<file path="config.mk">
export PLATFORM = sky130hd
export DESIGN_NAME = spec_store_buffer
export DESIGN_NICKNAME = d
export VERILOG_FILES = /design/src/rtl/sb_pkg.sv /design/src/rtl/sb_ptr_ctrl.sv /design/src/rtl/sb_drain.sv /design/src/rtl/spec_store_buffer.sv
export SDC_FILE = /design/constraint.sdc
export NUM_CORES = 1
export LEC_CHECK = 0
export BUFFER_PORTS_ARGS = -buffer_cell sky130_fd_sc_hd__buf_4
export CAP_MARGIN = 40
export CORE_UTILIZATION = 55
export DETAILED_ROUTE_END_ITERATION = 6
export PLACE_DENSITY = 0.74
export RECOVER_POWER = 50
export SETUP_SLACK_MARGIN = 0.05
export SYNTH_ARGS = -nofsm -noshare
export SYNTH_HDL_FRONTEND = slang
export SYNTH_HIERARCHICAL = 1
export SYNTH_SLANG_ARGS = --single-unit
</file>
<file path="constraint.sdc">
create_clock -name clk -period 7.92 [get_ports clk]
set_input_delay 0.396 -clock clk [delete_from_list [all_inputs] [get_ports clk]]
set_output_delay 0.396 -clock clk [all_outputs]
set_load 0.02 [all_outputs]
</file>
<file path="src/rtl/sb_pkg.sv">
package sb_pkg;
  typedef enum logic {
    DRN_IDLE  = 1'b0,
    DRN_WRITE = 1'b1
  } drain_state_e;
endpackage

</file>
<file path="src/rtl/sb_ptr_ctrl.sv">
// Head / graduation / tail pointers with one wrap bit each.
module sb_ptr_ctrl #(
  parameter int DEPTH = 8,
  localparam int IW = $clog2(DEPTH),
  localparam int PW = IW + 1
) (
  input  logic          clk,
  input  logic          rst_n,
  input  logic          alloc_try,
  input  logic          pop,
  input  logic          ret_req,
  input  logic          grad_filled,
  input  logic          flush,
  output logic          alloc_rdy,
  output logic          push,
  output logic          ret_ok,
  output logic [IW-1:0] head_idx,
  output logic [IW-1:0] grad_idx,
  output logic [IW-1:0] tail_idx,
  output logic [PW-1:0] occ,
  output logic [PW-1:0] grad_cnt,
  output logic [PW-1:0] spec_cnt
);
  logic [PW-1:0] head_q, grad_q, tail_q, grad_n;

  assign head_idx = head_q[IW-1:0];
  assign grad_idx = grad_q[IW-1:0];
  assign tail_idx = tail_q[IW-1:0];

  always_comb begin
    occ       = tail_q - head_q;
    grad_cnt  = grad_q - head_q;
    spec_cnt  = tail_q - grad_q;
    alloc_rdy = (occ != PW'(DEPTH)) && !flush;
    push      = alloc_try && alloc_rdy;
    ret_ok    = ret_req && (spec_cnt != '0) && grad_filled;
    grad_n    = grad_q + PW'(ret_ok);
  end

  // retire is folded in before the flush rebuilds the tail
  always_ff @(posedge clk or negedge rst_n) begin
    if (!rst_n) begin
      head_q <= '0;
      grad_q <= '0;
      tail_q <= '0;
    end else begin
      head_q <= head_q + PW'(pop);
      grad_q <= grad_n;
      tail_q <= flush ? grad_n : tail_q + PW'(push);
    end
  end

  p_occ_bound_r2: assert property (@(posedge clk) disable iff (!rst_n)
    occ <= PW'(DEPTH));
  p_grad_inside_r4: assert property (@(posedge clk) disable iff (!rst_n)
    grad_cnt <= occ);
  p_pop_graduated_r6: assert property (@(posedge clk) disable iff (!rst_n)
    pop |-> grad_cnt != '0);
  p_flush_spares_grad_r7: assert property (@(posedge clk) disable iff (!rst_n)
    (flush && !pop) |=> grad_cnt >= $past(grad_cnt));
endmodule

</file>
<file path="src/rtl/sb_drain.sv">
// Oldest-first drain: ownership request, then cache write handshake.
module sb_drain
  import sb_pkg::*;
#(
  parameter int AW = 32,
  parameter int DW = 32
) (
  input  logic          clk,
  input  logic          rst_n,
  input  logic          have_grad,
  input  logic [AW-1:0] head_addr,
  input  logic [DW-1:0] head_data,
  output logic          own_req,
  output logic [AW-1:0] own_addr,
  input  logic          own_gnt,
  output logic          wr_valid,
  output logic [AW-1:0] wr_addr,
  output logic [DW-1:0] wr_data,
  input  logic          wr_ready,
  output logic          pop
);
  drain_state_e st_q;

  assign own_req  = (st_q == DRN_IDLE) && have_grad;
  assign own_addr = head_addr;
  assign wr_valid = (st_q == DRN_WRITE);
  assign wr_addr  = head_addr;
  assign wr_data  = head_data;
  assign pop      = wr_valid && wr_ready;

  always_ff @(posedge clk or negedge rst_n) begin
    if (!rst_n) st_q <= DRN_IDLE;
    else begin
      case (st_q)
        DRN_IDLE:  if (own_req && own_gnt) st_q <= DRN_WRITE;
        DRN_WRITE: if (wr_ready) st_q <= DRN_IDLE;
        default:   st_q <= DRN_IDLE;
      endcase
    end
  end

  p_req_hold_r5: assert property (@(posedge clk) disable iff (!rst_n)
    (own_req && !own_gnt) |=> (own_req && $stable(own_addr)));
  p_wr_after_gnt_r5: assert property (@(posedge clk) disable iff (!rst_n)
    !wr_valid ##1 wr_valid |-> $past(own_req && own_gnt));
  p_wr_hold_r6: assert property (@(posedge clk) disable iff (!rst_n)
    (wr_valid && !wr_ready) |=> (wr_valid && $stable(wr_addr) && $stable(wr_data)));
endmodule

</file>
<file path="src/rtl/spec_store_buffer.sv">
module spec_store_buffer
  import sb_pkg::*;
#(
  parameter int DEPTH = 8,   // power of two, at least 2
  parameter int AW    = 32,
  parameter int DW    = 32,
  localparam int IW   = $clog2(DEPTH),
  localparam int PW   = IW + 1
) (
  input  logic          clk,
  input  logic          rst_n,
  input  logic          alloc_valid,
  output logic          alloc_ready,
  output logic [IW-1:0] alloc_id,
  input  logic          exe_valid,
  input  logic [IW-1:0] exe_id,
  input  logic [AW-1:0] exe_addr,
  input  logic [DW-1:0] exe_data,
  input  logic          ret_valid,
  input  logic          flush,
  output logic          own_req,
  output logic [AW-1:0] own_addr,
  input  logic          own_gnt,
  output logic          wr_valid,
  input  logic          wr_ready,
  output logic [AW-1:0] wr_addr,
  output logic [DW-1:0] wr_data
);
  logic          push, pop, ret_ok, fill_hit;
  logic [IW-1:0] head_idx, grad_idx, tail_idx, fill_off;
  logic [PW-1:0] occ, grad_cnt, spec_cnt;
  logic [AW-1:0] addr_q [DEPTH];
  logic [DW-1:0] data_q [DEPTH];
  logic          filled_q [DEPTH];

  sb_ptr_ctrl #(.DEPTH(DEPTH)) u_ptr (
    .clk(clk), .rst_n(rst_n), .alloc_try(alloc_valid), .pop(pop),
    .ret_req(ret_valid), .grad_filled(filled_q[grad_idx]), .flush(flush),
    .alloc_rdy(alloc_ready), .push(push), .ret_ok(ret_ok),
    .head_idx(head_idx), .grad_idx(grad_idx), .tail_idx(tail_idx),
    .occ(occ), .grad_cnt(grad_cnt), .spec_cnt(spec_cnt)
  );

  assign alloc_id = tail_idx;

  // a fill lands only inside the speculative window [grad, tail)
  assign fill_off = exe_id - grad_idx;
  assign fill_hit = exe_valid && ({1'b0, fill_off} < spec_cnt);

  for (genvar i = 0; i < DEPTH; i++) begin : g_ent
    always_ff @(posedge clk or negedge rst_n) begin
      if (!rst_n) filled_q[i] <= 1'b0;
      else if (push && tail_idx == IW'(i)) filled_q[i] <= 1'b0;
      else if (fill_hit && exe_id == IW'(i)) filled_q[i] <= 1'b1;
    end
    always_ff @(posedge clk) begin
      if (fill_hit && exe_id == IW'(i)) begin
        addr_q[i] <= exe_addr;
        data_q[i] <= exe_data;
      end
    end
  end

  sb_drain #(.AW(AW), .DW(DW)) u_drain (
    .clk(clk), .rst_n(rst_n), .have_grad(grad_cnt != '0),
    .head_addr(addr_q[head_idx]), .head_data(data_q[head_idx]),
    .own_req(own_req), .own_addr(own_addr), .own_gnt(own_gnt),
    .wr_valid(wr_valid), .wr_addr(wr_addr), .wr_data(wr_data),
    .wr_ready(wr_ready), .pop(pop)
  );

  p_head_filled_r3: assert property (@(posedge clk) disable iff (!rst_n)
    (own_req || wr_valid) |-> filled_q[head_idx]);
  p_retire_filled_r4: assert property (@(posedge clk) disable iff (!rst_n)
    ret_ok |-> filled_q[grad_idx]);
  p_flush_blocks_alloc_r10: assert property (@(posedge clk) disable iff (!rst_n)
    flush |-> !push);
endmodule

</file>
## After elaboration in Yosys (flattened, before gate mapping)

Memory sizes are Yosys's and may differ from the RTL's.
Index checks and enable logic that the tools add are counted.

| storage, ports and cells | value |
|---|---|
| flip-flop bits (word level) | 21 |
| RAM bits | 512 |
| output and inout bits | 102 |
| memories | 2 |

| cells by class | value |
|---|---|
| $add $sub $neg | 7 |
| $lt $le $gt $ge | 2 |
| equal/unequal tests | 15 |
| muxes and demuxes | 81 |
| bitwise operators | 2 |
| reduce and logical (&&, ||, !) cells | 51 |

Memory list:

| memory | depth | width | rd ports | clocked after memory_dff | write ports | RTL line | source |
|---|---|---|---|---|---|---|---|
| addr_q | 8 | 32 | 1 | 0 | 1 | spec_store_buffer.sv:32 | `logic [AW-1:0] addr_q [DEPTH];` |
| data_q | 8 | 32 | 1 | 0 | 1 | spec_store_buffer.sv:33 | `logic [DW-1:0] data_q [DEPTH];` |

Operators with widths:

| kind | count |
|---|---|
| 32-bit 2-to-1 mux | 14 |
| 32-bit OR reduction | 14 |
| 1-bit 2-to-1 mux | 50 |
| 3-bit 2-to-1 mux | 14 |
| 3-bit == test, second input constant | 8 |
| 1-bit logical AND | 24 |
| 2-bit nonzero test | 8 |
| 4-bit by 1-bit adder with 4-bit output | 3 |
| 3-bit by 2-bit == test with 1-bit output, second input constant | 4 |
| 4-bit subtractor | 3 |
| 4-bit nonzero test | 2 |
| 3-bit by 1-bit == test with 1-bit output, second input constant | 2 |
| 3-bit logical NOT | 2 |
| 4-bit >= comparator, second input constant | 1 |
| 3-bit by 4-bit < comparator with 1-bit output | 1 |
| 4-bit 2-to-1 mux | 1 |
| 4-bit inequality test, second input constant | 1 |
| 3-bit NOT with 4-bit output | 1 |
| 1-bit binary-select mux with 3-bit select | 1 |
| 3-bit subtractor | 1 |
| 1-bit case mux with 2 select lines | 1 |
| 1-bit logical NOT | 1 |
| 1-bit NOT | 1 |

## Longest topological paths before layout

| logic depth | value |
|---|---|
| depth after elaboration | 14 |
| depth in mapped cells | 12 |

## By module

Netlist, hierarchy kept.

Modules (own cells, without submodules):

| module | times used | cells an instance | area each (µm²) | seq. area each (µm²) |
|---|---|---|---|---|
| spec_store_buffer | 1 | 794 | 19766.5 | 15574.9 |
| sb_ptr_ctrl | 1 | 93 | 945.9 | 300.3 |
| sb_drain | 1 | 101 | 773.2 | 25.0 |

## Worst setup path after synthesis

OpenSTA, ideal clock, no wires.

| timing path | value |
|---|---|
| path kind | register -> register |
| from | reg u_ptr.grad_q[0] |
| to | reg filled_q[1] in the netlist's numbering |
| arrival | 6.912 ns |
| required time | 7.838 ns |
| slack | 0.926 ns |
| cell stages (with the launch flop) | 10 |
| path through | dfrtp_1 buf_4 ha_1 inv_1 fa_1 ha_1 a21boi_0 o211a_1 nor3_1 o32a_1 |

| on the way | value |
|---|---|
| cells in the longest elaborated chain, start to end | 5 |
| elaborated cells between the ends (all ways) | 6 |

Ends and longest elaborated chain:

| element | RTL line | source |
|---|---|---|
| from (decl) | sb_ptr_ctrl.sv:24 | `logic [PW-1:0] head_q, grad_q, tail_q, grad_n;` |
| from (signal assigned) | sb_ptr_ctrl.sv:48 | `grad_q <= grad_n;` |
| 4-bit subtractor or 3-bit subtractor (tied branches) | sb_ptr_ctrl.sv:33, spec_store_buffer.sv:47 |  |
| 3-bit by 4-bit < comparator with 1-bit output * | spec_store_buffer.sv:48 | `assign fill_hit = exe_valid && ({1'b0, fill_off} < spec_cnt);` |
| 1-bit logical AND * | spec_store_buffer.sv:48 |  |
| 1-bit logical AND * | spec_store_buffer.sv:54 | `else if (fill_hit && exe_id == IW'(i)) filled_q[i] <= 1'b1;` |
| 2-bit nonzero test (no source line) * | n/a |  |
| to (signal, indexed assignment) | spec_store_buffer.sv:52 | `if (!rst_n) filled_q[i] <= 1'b0;` |
| to (signal, indexed assignment) | spec_store_buffer.sv:53 | `else if (push && tail_idx == IW'(i)) filled_q[i] <= 1'b0;` |
| to (signal, indexed assignment) | spec_store_buffer.sv:54 |  |
| to (decl) | spec_store_buffer.sv:34 | `logic filled_q [DEPTH];` |

Mark *: on every way between the ends. The rest lies on a longest branch, timed or not.
A chain may end at the register's enable or synchronous reset.

## Worst setup path in the final report

| timing path | value |
|---|---|
| from | reg u_ptr.tail_q[0] |
| to | mem addr_q[5][11], enable pin |

| on the way | value |
|---|---|
| cells in the longest elaborated chain, start to end | 14 |
| elaborated cells between the ends (all ways) | 48 |

Ends and longest elaborated chain:

| element | RTL line | source |
|---|---|---|
| from (decl) | sb_ptr_ctrl.sv:24 |  |
| from (signal assigned) | sb_ptr_ctrl.sv:49 | `tail_q <= flush ? grad_n : tail_q + PW'(push);` |
| 4-bit subtractor * | sb_ptr_ctrl.sv:33 | `spec_cnt = tail_q - grad_q;` |
| via spec_cnt[1] | spec_store_buffer.sv:31 | `logic [PW-1:0] occ, grad_cnt, spec_cnt;` |
| 3-bit by 4-bit < comparator with 1-bit output * | spec_store_buffer.sv:48 |  |
| 1-bit logical AND * | spec_store_buffer.sv:48 |  |
| 1-bit logical AND | spec_store_buffer.sv:57 | `if (fill_hit && exe_id == IW'(i)) begin` |
| 1-bit 2-to-1 mux | spec_store_buffer.sv:57 |  |
| 1-bit 2-to-1 mux (implied by the code) | spec_store_buffer.sv:58 | `addr_q[i] <= exe_addr;` |
| 32-bit OR reduction (no source line) | n/a |  |
| 3-bit 2-to-1 mux (no source line) or 1-bit 2-to-1 mux (tied branches) (7 in series) | n/a |  |
| to (decl) | spec_store_buffer.sv:32 |  |

The timed path passes the listed nets; every way through them passes the cells marked *.

==> out/qor.csv <==
stage,metric,value,unit
outcome,status,"finished, violations left",
outcome,violations,"capacitance limit, slew limit",
setup_path,reg2regPathDepth,11,
routing,viasPerCell,5.695,
sta,holdWs,63.00,ps
clock_tree,cts_root_buf,clkbuf_16,
synth,synth_seq_area_share,0.7400,
hold_path,worstHoldStart,own_gnt,
setup_path,path_common_cell,inv_1,
placed_design,place_congestion,0.7584,
sta,hold_viol_final,0,
synth,synthArstFlopShare,0.03940,
layout,drive_gt1_frac,0.3409,
clock_tree,cts_max_level,2,
power_and_ir_drop,seqPwrFrac,0.390,
clock_tree,clk_pin_slew_worst_paths,60,ps
clock_tree,clk_latency,580,ps
layout,area_growth,11.74,%
floorplan,fp.dieH,199.7,um
layout,nets,1197,
setup_path,crit_start,u_ptr/tail_q[0],
synth,netlist_instances,988,
routing,wl_met2,19.82,mm
floorplan,start_util,0.5572,
setup_path,critPathMaxFanout,40,
power_and_ir_drop,power_frac_clock,0.238,
layout,fillers,2697,
synth,yosysWarnings,6,
synth,yosys_register_bits,533,
power_and_ir_drop,p_leak,0.007889,uW
setup_path,cp-start-kind,flip-flop,
clock_tree,cts_hold_buf,2,
clock_tree,cts_sinks,533,
synth,synth_area_leader_cell,edfxtp_1,
sta,worst_slack,2971,ps
routing,wl_met1,16.29,mm
grt,grt_pass1_wl,59.35,mm
sta,skew,18.43,ps
hold_path,min_to,u_drain/wr_valid,
sta,worstMarginPinSlew,1819,ps
sta,min_period,4949,ps
layout,final_area,0.02401,sq mm
clock_tree,post_cts_buffers,0,
layout,utilization,0.6227,
sta,slew_headroom,-0.2129,
placed_design,placed_area,0.02273,sq mm
power_and_ir_drop,power.switching,3085,uW
routing,wl_per_cell,23.68,um
grt,grt_max_degree,112,
floorplan,die_area,0.03986,sq mm
grt,antenna_found_initial,2,
grt,overflow,0,
routing,drt_first_pass_iters,4,
synth,synth_nets,1085,
synth,synthTopCellsByCount,"512 x edfxtp_1, 130 x mux4_2, 108 x buf_4, 67 x mux2_2, 22 x inv_1",
setup_path,cpPeakStageDelay,1330,ps
synth,netlist_area,0.02149,sq mm
clock_tree,clock_path_buffers,3,
floorplan,core,0.03856,sq mm
setup_path,crit_required,8120,ps
sta,drv_slew,27,
routing,totalWireLength,39.32,mm
setup_path,cp-end-kind,flip-flop,
routing,routed.top_layer,met5,
sta,setup_tns,0,ps
floorplan,io_pins,177,
run,drv_cap,1,
sta,rsz0062_at_grt,false,
placed_design,io_buffers,176,
power_and_ir_drop,intPower,6455,uW
synth,synth.most_common_cell,edfxtp_1,
setup_path,r2r_start,u_ptr/tail_q[0],
placed_design,dp_slack,3948,ps
setup_path,rrSetupSlack,2970,ps
setup_path,reg2reg_to,addr_q[5][11],
power_and_ir_drop,comb_power_share,0.372,
sta,fin_crit_sh,0.6249,
setup_path,crit_type,reg2reg,
sta,setup_viol,0,
power_and_ir_drop,switching_share,0.3234,
floorplan,die_w,199.7,um
clock_tree,cts_inserted_buffers,52,
synth,ys_types,35,
setup_path,slowest_stage,clkbuf_1,
grt,first_global_vias,10030,
power_and_ir_drop,powerDensity,397.4,mW/mm^2
synth,synth_top_area_frac,0.7156,
routing,num_vias,9453,
grt,grt_usage,0.2056,
synth,ys.flop_type,edfxtp_1,
routing,initialDrtViolationCount,537,
synth,ys_top_cells_by_area,"edfxtp_1 72%, mux4_2 14%, buf_4 3.8%",
floorplan,placementRows,72,
placed_design,dpl.hpwl,21.42,mm
synth,avgSynthCellArea,21.75,sq um
setup_path,cp_data_arrival_time,5150,ps
routing,wl_met3,2.289,mm
setup_path,crit_path_cell_trace,inv_1 > ha_1 > inv_1 > fa_1 > inv_1 > ha_1 > a21boi_0 > o211a_1 > nor3_1 > clkbuf_1 > buf_4,
sta,clock.fmax,202.1,MHz
power_and_ir_drop,ir_worst_vdd,245.6,uV
routing,ant_nets,0,
hold_path,hold_path.class,in2reg,
routing,route.detailed.drc,0,
clock_tree,ctsResizeCount,0,
synth,synth_edf_count,512,
clock_tree,cts_tree,done,
hold_path,holdPathStages,3,
[power by group through the flow]
stage	clock network, uW	registers (uW)	logic, uW
after CTS	2320	3730	3680
after global routing	2430	3760	3860
after detailed placement	0	3780	3650
after floorplan	0	3690	3100
after global placement	0	3830	3540
final	2270	3720	3550
[registers in the layout (all words and copies together), names as in the netlist]
signal	flops
addr_q	256
data_q	256
filled_q	8
u_drain/wr_valid	1
u_ptr/grad_q	4
u_ptr/head_q	4
u_ptr/tail_q	4
[placed cells by master (no fill, tap or decap), drive strengths merged, types with 6 or more instances in the layout]
cell type	count
clkinv	22
clkbuf	147
nor3	9
xnor2	8
o32a	6
mux2	67
ha	18
mux4	130
inv	24
xor2	8
dfrtp	21
edfxtp	512
buf	119
nand2	9
[routing by layer]
layer	vias up	GRT usage
met5	-	0
li1	4143	-
met1	4987	0.2735
met4	2	0.06757
met3	68	0.04608
met2	253	0.3385
[worst max-delay path, delay by kind of cell, from the launching register on]
family / cells / cell delay, ps
and+or+nand+nor: 1 / 260
buffers and inverters: 5 / 2360
adders and majority gates: 3 / 950
DFF: 1 / 490
AOI/OAI and AO/OA: 2 / 470
[kinds of logic after synthesis]
group                    count (synthesis)  share of synthesized area
multiplexers                           198                     0.1718
AO/OA/AOI/OAI                           21                   0.007454
AND/OR/NAND/NOR                         35                   0.008561
flip-flops                             533                     0.7400
XOR/XNOR                                16                   0.006523
adder cells (fa/ha/maj)                 22                    0.01421
buffers and inverters                  163                    0.05136
[metrics by stage]
step,power [uW],instances
2_1_floorplan,6790,988
3_3_place_gp,7362,1558
3_5_place_dp,7437,1562
4_1_cts,9728,1659
5_1_grt,10040,1660
6_report,9541,1660
[area by class of cell]
| type | instances | area (sq um) | area share |
|---|---|---|---|
| diodes | 1 | 2.502 | 0.0001042 |
| clock buffers | 69 | 1386 | 0.05774 |
| clock inverters | 26 | 172.7 | 0.007192 |
| inverters | 22 | 82.58 | 0.003440 |
| multi-input cells | 292 | 4517 | 0.1881 |
| flip-flops and latches | 533 | 15910 | 0.6626 |
| well taps | 518 | 648.1 | 0.02700 |
| repair buffers | 199 | 1291 | 0.05378 |
[how the worst max path moves through the flow]
stage	end	slack, ps	cells after the start
floorplan	filled_q[1]	930	9
global placement	addr_q[6][6]	3740	10
detailed placement	addr_q[6][27]	3950	11
CTS	addr_q[6][11]	3900	11
global route	addr_q[5][11]	2680	11
finish	addr_q[5][11]	2970	11
No activity file was read; power rests on OpenSTA's default activity.
